<file path="src/rtl/lcd_bus_pkg.sv">
package lcd_bus_pkg;

  typedef enum logic [2:0] {
    PH_IDLE   = 3'd0,
    PH_SETUP  = 3'd1,
    PH_STROBE = 3'd2,
    PH_HOLD   = 3'd3,
    PH_GAP    = 3'd4
  } phase_e;

  function automatic int unsigned wider(input int unsigned a, input int unsigned b);
    return (a > b) ? a : b;
  endfunction

endpackage

</file>
<file path="src/rtl/lcd_timing_select.sv">
module lcd_timing_select #(
  parameter int unsigned SETUP_W  = 5,
  parameter int unsigned STROBE_W = 6,
  parameter int unsigned HOLD_W   = 4,
  parameter int unsigned GAP_W    = 2,
  parameter int unsigned CNT_W    = 6
) (
  input  logic                clk,
  input  logic                rst,
  input  logic                load,
  input  logic                is_write,
  input  logic [SETUP_W-1:0]  wr_setup,
  input  logic [STROBE_W-1:0] wr_strobe,
  input  logic [HOLD_W-1:0]   wr_hold,
  input  logic [SETUP_W-1:0]  rd_setup,
  input  logic [STROBE_W-1:0] rd_strobe,
  input  logic [HOLD_W-1:0]   rd_hold,
  input  logic [GAP_W-1:0]    gap_in,
  output logic [CNT_W-1:0]    now_setup,
  output logic [CNT_W-1:0]    now_strobe,
  output logic [CNT_W-1:0]    lat_strobe,
  output logic [CNT_W-1:0]    lat_hold,
  output logic [CNT_W-1:0]    lat_gap
);

  logic [SETUP_W-1:0]  s_pick;
  logic [STROBE_W-1:0] t_pick;
  logic [HOLD_W-1:0]   h_pick;
  logic [CNT_W-1:0]    hold_cl;

  // Pick the count set for the access direction; zero strobe/hold behave as one
  always_comb begin
    s_pick     = is_write ? wr_setup  : rd_setup;
    t_pick     = is_write ? wr_strobe : rd_strobe;
    h_pick     = is_write ? wr_hold   : rd_hold;
    now_setup  = CNT_W'(s_pick);
    now_strobe = (t_pick == '0) ? CNT_W'(1) : CNT_W'(t_pick);
    hold_cl    = (h_pick == '0) ? CNT_W'(1) : CNT_W'(h_pick);
  end

  // Snapshot at acceptance so later configuration changes cannot disturb the access
  always_ff @(posedge clk) begin
    if (rst) begin
      lat_strobe <= CNT_W'(1);
      lat_hold   <= CNT_W'(1);
      lat_gap    <= '0;
    end else if (load) begin
      lat_strobe <= now_strobe;
      lat_hold   <= hold_cl;
      lat_gap    <= CNT_W'(gap_in);
    end
  end

endmodule

</file>
<file path="src/rtl/lcd_bus_sequencer.sv">
module lcd_bus_sequencer
  import lcd_bus_pkg::*;
#(
  parameter int unsigned CNT_W = 6
) (
  input  logic             clk,
  input  logic             rst,
  input  logic             accept,
  input  logic [CNT_W-1:0] now_setup,
  input  logic [CNT_W-1:0] now_strobe,
  input  logic [CNT_W-1:0] lat_strobe,
  input  logic [CNT_W-1:0] lat_hold,
  input  logic [CNT_W-1:0] lat_gap,
  output phase_e           phase_d,
  output logic             capture,
  output logic             hold_end
);

  phase_e           phase_q;
  logic [CNT_W-1:0] cnt_q, cnt_d;
  logic             last;

  assign last     = (cnt_q == '0);
  assign capture  = (phase_q == PH_STROBE) && last;
  assign hold_end = (phase_q == PH_HOLD) && last;

  always_comb begin
    phase_d = phase_q;
    cnt_d   = last ? cnt_q : cnt_q - CNT_W'(1);
    case (phase_q)
      PH_IDLE: begin
        cnt_d = cnt_q;
        if (accept) begin
          if (now_setup != '0) begin
            phase_d = PH_SETUP;
            cnt_d   = now_setup - CNT_W'(1);
          end else begin
            phase_d = PH_STROBE;
            cnt_d   = now_strobe - CNT_W'(1);
          end
        end
      end
      PH_SETUP: if (last) begin
        phase_d = PH_STROBE;
        cnt_d   = lat_strobe - CNT_W'(1);
      end
      PH_STROBE: if (last) begin
        phase_d = PH_HOLD;
        cnt_d   = lat_hold - CNT_W'(1);
      end
      PH_HOLD: if (last) begin
        if (lat_gap != '0) begin
          phase_d = PH_GAP;
          cnt_d   = lat_gap - CNT_W'(1);
        end else begin
          phase_d = PH_IDLE;
        end
      end
      PH_GAP: if (last) phase_d = PH_IDLE;
      default: begin
        phase_d = PH_IDLE;
        cnt_d   = '0;
      end
    endcase
  end

  always_ff @(posedge clk) begin
    if (rst) begin
      phase_q <= PH_IDLE;
      cnt_q   <= '0;
    end else begin
      phase_q <= phase_d;
      cnt_q   <= cnt_d;
    end
  end

endmodule

</file>
<file path="src/rtl/lcd_bus_pins.sv">
module lcd_bus_pins
  import lcd_bus_pkg::*;
#(
  parameter int unsigned DW = 16
) (
  input  logic          clk,
  input  logic          rst,
  input  logic          accept,
  input  logic          req_write,
  input  logic          req_rs,
  input  logic [DW-1:0] req_wdata,
  input  phase_e        phase_d,
  input  logic          capture,
  input  logic          hold_end,
  input  logic [DW-1:0] bus_din,
  output logic          ready,
  output logic          done,
  output logic [DW-1:0] rdata,
  output logic [DW-1:0] bus_dout,
  output logic          bus_doe,
  output logic          bus_rs,
  output logic          bus_rnw,
  output logic          bus_en
);

  logic active_d;

  assign active_d = phase_d inside {PH_SETUP, PH_STROBE, PH_HOLD};

  // Every pin is a flop fed from the next phase, so pins change with the phase
  always_ff @(posedge clk) begin
    if (rst) begin
      ready    <= 1'b1;
      done     <= 1'b0;
      rdata    <= '0;
      bus_dout <= '0;
      bus_doe  <= 1'b0;
      bus_rs   <= 1'b0;
      bus_rnw  <= 1'b1;
      bus_en   <= 1'b0;
    end else begin
      ready  <= (phase_d == PH_IDLE);
      done   <= hold_end;
      bus_en <= (phase_d == PH_STROBE);
      if (accept) begin
        bus_rs   <= req_rs;
        bus_rnw  <= ~req_write;
        bus_doe  <= req_write;
        bus_dout <= req_write ? req_wdata : '0;
      end else if (!active_d) begin
        bus_rs   <= 1'b0;
        bus_rnw  <= 1'b1;
        bus_doe  <= 1'b0;
        bus_dout <= '0;
      end
      if (capture && bus_rnw) rdata <= bus_din;
    end
  end

endmodule

</file>
<file path="src/rtl/lcd_char_bus_ctrl.sv">
module lcd_char_bus_ctrl
  import lcd_bus_pkg::*;
#(
  parameter int unsigned DW       = 16,
  parameter int unsigned SETUP_W  = 5,
  parameter int unsigned STROBE_W = 6,
  parameter int unsigned HOLD_W   = 4,
  parameter int unsigned GAP_W    = 2
) (
  input  logic                clk,
  input  logic                rst,
  input  logic                req_valid,
  output logic                req_ready,
  input  logic                req_write,
  input  logic                req_rs,
  input  logic [DW-1:0]       req_wdata,
  output logic                rsp_valid,
  output logic [DW-1:0]       rsp_rdata,
  input  logic [SETUP_W-1:0]  cfg_wr_setup,
  input  logic [STROBE_W-1:0] cfg_wr_strobe,
  input  logic [HOLD_W-1:0]   cfg_wr_hold,
  input  logic [SETUP_W-1:0]  cfg_rd_setup,
  input  logic [STROBE_W-1:0] cfg_rd_strobe,
  input  logic [HOLD_W-1:0]   cfg_rd_hold,
  input  logic [GAP_W-1:0]    cfg_cs_gap,
  input  logic [DW-1:0]       bus_din,
  output logic [DW-1:0]       bus_dout,
  output logic                bus_doe,
  output logic                bus_rs,
  output logic                bus_rnw,
  output logic                bus_en
);

  localparam int unsigned CNT_W = wider(wider(SETUP_W, STROBE_W), wider(HOLD_W, GAP_W));

  logic             accept;
  logic [CNT_W-1:0] now_setup, now_strobe, lat_strobe, lat_hold, lat_gap;
  phase_e           phase_d;
  logic             capture, hold_end;

  assign accept = req_valid && req_ready;

  lcd_timing_select #(
    .SETUP_W(SETUP_W), .STROBE_W(STROBE_W), .HOLD_W(HOLD_W),
    .GAP_W(GAP_W), .CNT_W(CNT_W)
  ) u_tsel (
    .clk(clk), .rst(rst), .load(accept), .is_write(req_write),
    .wr_setup(cfg_wr_setup), .wr_strobe(cfg_wr_strobe), .wr_hold(cfg_wr_hold),
    .rd_setup(cfg_rd_setup), .rd_strobe(cfg_rd_strobe), .rd_hold(cfg_rd_hold),
    .gap_in(cfg_cs_gap), .now_setup(now_setup), .now_strobe(now_strobe),
    .lat_strobe(lat_strobe), .lat_hold(lat_hold), .lat_gap(lat_gap)
  );

  lcd_bus_sequencer #(.CNT_W(CNT_W)) u_seq (
    .clk(clk), .rst(rst), .accept(accept),
    .now_setup(now_setup), .now_strobe(now_strobe),
    .lat_strobe(lat_strobe), .lat_hold(lat_hold), .lat_gap(lat_gap),
    .phase_d(phase_d), .capture(capture), .hold_end(hold_end)
  );

  lcd_bus_pins #(.DW(DW)) u_pins (
    .clk(clk), .rst(rst), .accept(accept), .req_write(req_write),
    .req_rs(req_rs), .req_wdata(req_wdata), .phase_d(phase_d),
    .capture(capture), .hold_end(hold_end), .bus_din(bus_din),
    .ready(req_ready), .done(rsp_valid), .rdata(rsp_rdata),
    .bus_dout(bus_dout), .bus_doe(bus_doe), .bus_rs(bus_rs),
    .bus_rnw(bus_rnw), .bus_en(bus_en)
  );

endmodule

</file>
<file path="config.mk">
export PLATFORM = sky130hd
export DESIGN_NAME = lcd_char_bus_ctrl
export DESIGN_NICKNAME = d
export VERILOG_FILES = /design/src/rtl/lcd_bus_pkg.sv /design/src/rtl/lcd_timing_select.sv /design/src/rtl/lcd_bus_sequencer.sv /design/src/rtl/lcd_bus_pins.sv /design/src/rtl/lcd_char_bus_ctrl.sv
export SDC_FILE = /design/constraint.sdc
export NUM_CORES = 1
export LEC_CHECK = 0
export ABC_AREA = 0
export CAP_MARGIN = 5
export CORE_MARGIN = 1.5
export CORE_UTILIZATION = 42
export DETAILED_ROUTE_END_ITERATION = 10
export GPL_TIMING_DRIVEN = 0
export PLACE_DENSITY = 0.77
export SETUP_SLACK_MARGIN = 0.3
export SLEW_MARGIN = 20
export SYNTH_ARGS = -nofsm -noshare
export SYNTH_HDL_FRONTEND = slang
export SYNTH_SLANG_ARGS = --single-unit
</file>
<file path="constraint.sdc">
create_clock -name clk -period 2.2 [get_ports clk]
set_clock_uncertainty 0.15 [all_clocks]
set_input_delay 0.33 -clock clk [delete_from_list [all_inputs] [get_ports clk]]
set_output_delay 0.33 -clock clk [all_outputs]
set_load 0.03 [all_outputs]
</file>
==> impl_metrics.env, run 1 <==
export IMPL_antenna_found_initial=0
export IMPL_gp_congestion=1.03
export IMPL_yosysWarnings=0
export IMPL_holdPathStages=3
export IMPL_fin_tns_setup_ns=-0.0582
export IMPL_seq_area_frac_synth=0.365
export IMPL_ant_nets=0
export IMPL_ir_worst_vdd_mv=0.725
export IMPL_boundaryPins=107
export IMPL_area_growth_pct=72.4
export IMPL_synth_area_sq_um=3230
export IMPL_firstDrtPassIters=5
export IMPL_cts_buffer_depth=2
export IMPL_cp_required_ns=2.25
export IMPL_insertion_delay_ns=0.34
export IMPL_drt_iter0_markers=478
export IMPL_io_buffers=104
export IMPL_dieHeight_microns=90.7
export IMPL_crit_fanout=7
export IMPL_grt_use_total=0.275
export IMPL_cts_tree="built"
export IMPL_r2r_slack_ns=-0.03
export IMPL_rows=31
export IMPL_max_slew_margin=0.550
export IMPL_min_to="u_tsel.lat_strobe[1]"
export IMPL_wl_microns=12600
export IMPL_grt_max_degree=11
export IMPL_worstSetupStartpointType="register"
export IMPL_layout_common_cells="75 x clkdlybuf4s50_1, 54 x dfxtp_1, 36 x nor2_1"
export IMPL_cts_root_buffer="clkbuf_8"
export IMPL_async_flop_share=0
export IMPL_final_common_cell="clkdlybuf4s50_1"
export IMPL_intPower_w=0.00361
export IMPL_cts_sinks=59
export IMPL_pwr_share_seq=0.232
export IMPL_cts_buffers=9
export IMPL_maxSlewViolCount=0
export IMPL_holdCritPathClass="input pin to register"
export IMPL_reg2reg_to="u_pins.bus_en"
export IMPL_initial_core_util=0.441
export IMPL_dp_cells=610
export IMPL_worstPathCellList="inv_2 > ha_4 > or3b_4 > buf_6 > or2_1 > buf_6 > o21ai_4 > o21ba_4 > nor3b_1"
export IMPL_worst_slew_pin_transition_ns=0.671
export IMPL_switching_power_w=0.00253
export IMPL_reg2reg_from="u_seq.cnt_q[1]"
export IMPL_finalCritPeriodShare=1.01
export IMPL_core_area_sq_um=7330
export IMPL_hp_start="cfg_rd_strobe[1]"
export IMPL_clk_pin_slew_worst_paths_ns=0.07
export IMPL_path_delay_family="simple AND/OR/NAND/NOR gates"
export IMPL_synth_cell_type_count=61
export IMPL_rsz0062_at_grt="yes"
export IMPL_status="finished with violations"
export IMPL_sw_frac_of_total=0.412
export IMPL_place_hpwl_microns=7830
export IMPL_vias=3904
export IMPL_crit_path_start="u_seq.cnt_q[1]"
export IMPL_arrival_ns=2.28
export IMPL_diodes=0
export IMPL_powerDensity_nw_per_um2=1100
export IMPL_stdcell_count=663
export IMPL_viasPerCell=5.89
export IMPL_slowest_stage="or3b_4"
export IMPL_syn_num_nets=480
export IMPL_maxCapViolations=0
export IMPL_grt_pass1_wl_microns=17900
export IMPL_nNetsFinal=632
export IMPL_drc=0
export IMPL_fmax_ghz=0.449
export IMPL_dieArea_sq_um=8230
export IMPL_post_drt_wl_per_cell_microns=19.0
export IMPL_dpl_instance_area_sq_um=4540
export IMPL_hold_viol=0
export IMPL_h_tree_depth=3
export IMPL_worst_path_buf_inv=3
export IMPL_synth_edf_count=0
export IMPL_die_w_microns=90.7
export IMPL_power_total_w=0.00614
export IMPL_avgSynthCellArea_sq_um=7.94
export IMPL_min_period_ns=2.23
export IMPL_ys_ff_latch=59
export IMPL_synth_ff_type="dfxtp_1"
export IMPL_worst_path_most_repeated_cell="buf_6"
export IMPL_finalInstanceArea_sq_um=5570
export IMPL_layout_drive_gt1_share=0.356
export IMPL_synth_cells=407
export IMPL_setup_viol=3
export IMPL_worstSetupPathType="register to register"
export IMPL_finalWorstSetupSlack_ns=-0.0251
export IMPL_leakage_nw=2.24
export IMPL_slowest_delay_ns=0.41
export IMPL_worst_setup_path_end_kind="register"
export IMPL_grt_pass1_vias=3680
export IMPL_r2r_cells=9
export IMPL_grt_ovfl_total=0
export IMPL_violations="setup timing"
export IMPL_p_comb_frac=0.595
export IMPL_clkPwrFrac=0.173
export IMPL_pre_cts_slack_ns=-0.514
==> logic make-up after synthesis <==
kind of cell,count (synthesis),share of synthesized area
buffers and inverters,43,0.0577
adders and majority gates,4,0.0155
xor gates and xnor gates,7,0.0190
muxes,9,0.0279
AOI/OAI and AO/OA,125,0.274
DFF,59,0.365
and+or+nand+nor,160,0.240
==> cell usage after synthesis (4+ instances only) <==
cell type	instances	share of area
a311oi_1	5	0.014
nand2_1	53	0.062
or3_1	4	0.0077
o21ai_0	10	0.015
dfxtp_1	59	0.37
nor2b_1	4	0.0077
or2_2	4	0.0077
o31ai_1	5	0.012
buf_1	4	0.0046
buf_2	5	0.0077
a211oi_1	13	0.030
a31oi_1	5	0.0097
a22oi_1	20	0.046
a21oi_1	28	0.043
ha_1	4	0.015
nor3_1	19	0.029
mux2i_1	9	0.028
nor3b_1	6	0.014
inv_1	15	0.017
o211ai_1	7	0.016
nor4_1	4	0.0077
xor2_1	4	0.011
and2_1	4	0.0077
nand3b_1	4	0.0093
clkbuf_1	16	0.019
nor2_1	41	0.048
==> power groups by stage <==
stage | Sequential [W] | Clock [W] | Combinational (W)
after floorplan | 0.00152 | 0 | 0.00146
after global placement | 0.00141 | 0 | 0.00227
after detailed placement | 0.00141 | 0 | 0.00228
after CTS | 0.00140 | 0.00106 | 0.00301
after global routing | 0.00144 | 0.00112 | 0.00381
final | 0.00142 | 0.00106 | 0.00365
==> routing by layer <==
metal / vias up / GRT usage / share of wire
li1: 1794 / - / -
met2: 194 / 0.459 / 0.50
met3: 33 / 0.0808 / 0.087
met4: 0 / 0.0794 / 0.018
met1: 1883 / 0.340 / 0.39
met5: - / 0 / 0
==> registers in the layout, summed over array words and instances, names as in the netlist <==
| name | cells |
|---|---|
| u_pins.bus_en | 1 |
| u_tsel.lat_strobe | 6 |
| u_pins.bus_rnw | 1 |
| u_pins.bus_rs | 1 |
| u_pins.bus_doe | 1 |
| u_seq.cnt_q | 6 |
| u_pins.ready | 1 |
| u_pins.bus_dout | 16 |
| u_tsel.lat_hold | 4 |
| u_tsel.lat_gap | 2 |
| u_pins.rdata | 16 |
| u_pins.done | 1 |
| u_seq.phase_q | 3 |
==> cell type report <==
cell class / count / area (sq um)
multi-input combinational: 305 / 2410
fill: 466 / 1760
timing repair buffer: 141 / 1360
sequential: 59 / 1190
buffer: 28 / 214
clock buffer: 11 / 131
tap: 99 / 124
clock inverter: 5 / 77.6
inverter: 15 / 58.8
==> repair_timing <==
item,CTS,global route
resized for setup,90,113
hold buffers,0,0
gates cloned,3,0
buffers inserted,24,10
setup endpoints to repair,57,50
pin swaps,38,30
==> worst max path at each step <==
stage                                 to  slack (ns)  cells after the start
after floorplan           u_seq.cnt_q[1]        0.13                     11
after global placement    u_seq.cnt_q[1]       -0.50                     11
after detailed placement  u_seq.cnt_q[1]       -0.51                     11
after CTS                   u_pins.ready       0.004                      9
after global routing       u_pins.bus_en       -0.06                      9
final                      u_pins.bus_en       -0.03                      9
==> through the flow <==
stage	utilization	hold slack (ns)
floorplan	-	0.316
global placement	0.620	0.291
detailed placement	0.620	0.296
CTS	0.709	0.305
global route	0.760	0.263
finish	0.760	0.220
==> worst reg2reg max path, delay by kind of cell, from the launching register on <==
family	cells	cell delay (ns)
AND/OR/NAND/NOR	3	0.76
buffers and inverters	3	0.37
flip-flops	1	0.35
AO/OA/AOI/OAI	2	0.34
adder cells (fa/ha/maj)	1	0.12
(Power assumes the default switching activity.)
==> run 2, diff against run 1 <==
--- a/config.mk
+++ b/config.mk
@@ -5,11 +5,11 @@
 export SDC_FILE = /design/constraint.sdc
 export NUM_CORES = 1
 export LEC_CHECK = 0
-export ABC_AREA = 0
 export CAP_MARGIN = 5
 export CORE_MARGIN = 1.5
 export CORE_UTILIZATION = 42
 export DETAILED_ROUTE_END_ITERATION = 10
+export GPL_ROUTABILITY_DRIVEN = 0
 export GPL_TIMING_DRIVEN = 0
 export PLACE_DENSITY = 0.77
 export SETUP_SLACK_MARGIN = 0.3
==> run 2 against run 1 <==
  * The run still ends with setup timing left
  * Non-clock buffer count decreased by 8
  * Total power decreased by 5.7%
  * Combinational power decreased by 7.7%
  * Clock-buffer cell count increased by 2
  * Largest cell class unchanged
==> impl_metrics.env, run 2 (synthesized netlist as in run 1, its figures left out) <==
export IMPL_boundaryPins=107
export IMPL_post_drt_wl_per_cell_microns=18.0
export IMPL_regArea_sq_um=1190
export IMPL_finalWorstSetupSlack_ns=-0.0720
export IMPL_maxCapViolations=0
export IMPL_holdWs_ns=0.316
export IMPL_firstDrtPassIters=5
export IMPL_min_period_ns=2.27
export IMPL_maxSlewViolCount=0
export IMPL_rows=31
export IMPL_max_slew_margin=0.524
export IMPL_arrival_ns=2.32
export IMPL_worst_path_most_repeated_cell="o31ai_2"
export IMPL_pre_cts_slack_ns=-0.523
export IMPL_switching_power_w=0.00236
export IMPL_layout_drive_gt1_share=0.306
export IMPL_crit_fanout=6
export IMPL_path_delay_family="simple AND/OR/NAND/NOR gates"
export IMPL_status="finished with violations"
export IMPL_worstPathCellList="inv_4 > ha_4 > or3b_4 > buf_6 > or2_4 > buf_8 > o31ai_2 > o31ai_2"
export IMPL_rsz0062_at_grt="yes"
export IMPL_viasPerCell=5.82
export IMPL_pwr_share_seq=0.245
export IMPL_slowest_stage="or3b_4"
export IMPL_violations="setup timing"
export IMPL_clkPwrFrac=0.172
export IMPL_worstSetupPathType="register to register"
export IMPL_diodes=0
export IMPL_worstSetupStartpointType="register"
export IMPL_dpl_instance_area_sq_um=4540
export IMPL_top_regs="u_pins.bus_dout x16, u_pins.rdata x16"
export IMPL_cts_root_buffer="clkbuf_8"
export IMPL_dieHeight_microns=90.7
export IMPL_slowest_delay_ns=0.40
export IMPL_fmax_ghz=0.440
export IMPL_drt_iter0_markers=288
export IMPL_worst_slew_pin_transition_ns=0.714
export IMPL_die_w_microns=90.7
export IMPL_setup_viol=4
export IMPL_leakage_nw=2.12
export IMPL_dieArea_sq_um=8230
export IMPL_grt_pass1_wl_microns=18500
export IMPL_intPower_w=0.00342
export IMPL_io_buffers=104
export IMPL_finalCritPeriodShare=1.03
export IMPL_layout_common_cells="79 x clkdlybuf4s50_1, 57 x dfxtp_1, 37 x nor2_1"
export IMPL_worst_setup_path_end_kind="register"
export IMPL_grt_max_degree=11
export IMPL_grt_pass1_vias=3698
export IMPL_vias=3806
export IMPL_area_growth_pct=68.9
export IMPL_core_area_sq_um=7330
export IMPL_antenna_found_initial=0
export IMPL_finalInstanceArea_sq_um=5460
export IMPL_cts_buffer_depth=2
export IMPL_cts_buffers=9
export IMPL_h_tree_depth=3
export IMPL_initial_core_util=0.441
export IMPL_place_hpwl_microns=7480
export IMPL_hold_viol=0
export IMPL_nNetsFinal=624
export IMPL_grt_ovfl_total=0
export IMPL_sw_frac_of_total=0.408
export IMPL_grt_use_total=0.280
export IMPL_cts_sinks=59
export IMPL_p_comb_frac=0.583
export IMPL_drc=0
export IMPL_fill_cells=480
export IMPL_clk_pin_slew_worst_paths_ns=0.07
export IMPL_ir_worst_vdd_mv=0.730
export IMPL_ant_nets=0
export IMPL_worst_path_buf_inv=3
export IMPL_cp_required_ns=2.24
export IMPL_insertion_delay_ns=0.34
export IMPL_holdCritPathClass="register to register"
export IMPL_cts_tree="built"
export IMPL_powerDensity_nw_per_um2=1060
export IMPL_multi_input_area_sq_um=2350
export IMPL_wl_microns=11800
export IMPL_final_common_cell="clkdlybuf4s50_1"
run 2: final timing paths:
check                         from                to  slack [ns]  cells after the start
setup / recovery    u_seq.cnt_q[0]      u_pins.ready       -0.07                      8
hold / removal    u_pins.rdata[10]  u_pins.rdata[10]        0.32                      2
setup reg to reg    u_seq.cnt_q[0]      u_pins.ready       -0.07                      8
hold reg to reg   u_pins.rdata[10]  u_pins.rdata[10]        0.32                      2
run 2: power groups by stage:
| stage | clock network, W | logic (W) | registers (W) |
|---|---|---|---|
| 2_1_floorplan | 0 | 0.00146 | 0.00152 |
| 3_3_place_gp | 0 | 0.00223 | 0.00141 |
| 3_5_place_dp | 0 | 0.00225 | 0.00142 |
| 4_1_cts | 0.000996 | 0.00299 | 0.00140 |
| 5_1_grt | 0.00105 | 0.00354 | 0.00143 |
| 6_report | 0.000996 | 0.00337 | 0.00142 |
run 2: layout make-up:
cell class                 count  share of cell area
multi-input combinational    305               0.431
timing repair buffer         133               0.244
sequential                    59               0.218
buffer                        28              0.0390
clock buffer                  13              0.0291
tap                           99              0.0227
inverter                      15              0.0108
clock inverter                 2             0.00642
run 2: layer usage:
layer  vias to the layer above  wire [microns]  global-route usage
li1                       1780               -                   -
met5                         -               0                   0
met4                         0             288              0.0820
met3                        31             901              0.0631
met2                       197            5730               0.466
met1                      1798            4870               0.358
run 2: repair_timing:
item | in CTS | in global routing
pin swaps | 32 | 23
cloned | 2 | 1
endpoints found under the setup margin | 58 | 50
gates resized for setup | 118 | 43
buffers inserted | 23 | 3
hold buffers | 0 | 0
run 2: per-stage QoR:
stage / util / total power [W] / setup TNS, ns / cells
2_1_floorplan: - / 0.00298 / 0 / 407
3_3_place_gp: 0.620 / 0.00364 / -6.76 / 610
3_5_place_dp: 0.620 / 0.00367 / -8.21 / 610
4_1_cts: 0.720 / 0.00538 / -0.0381 / 650
5_1_grt: 0.745 / 0.00602 / -0.484 / 654
6_report: 0.745 / 0.00578 / -0.167 / 654
run 2: tightest hold or removal path, cell delays in order (launching register included):
cell and delay (ns):
dfxtp_1 0.31, nand2_1 0.07, a21oi_2 0.05
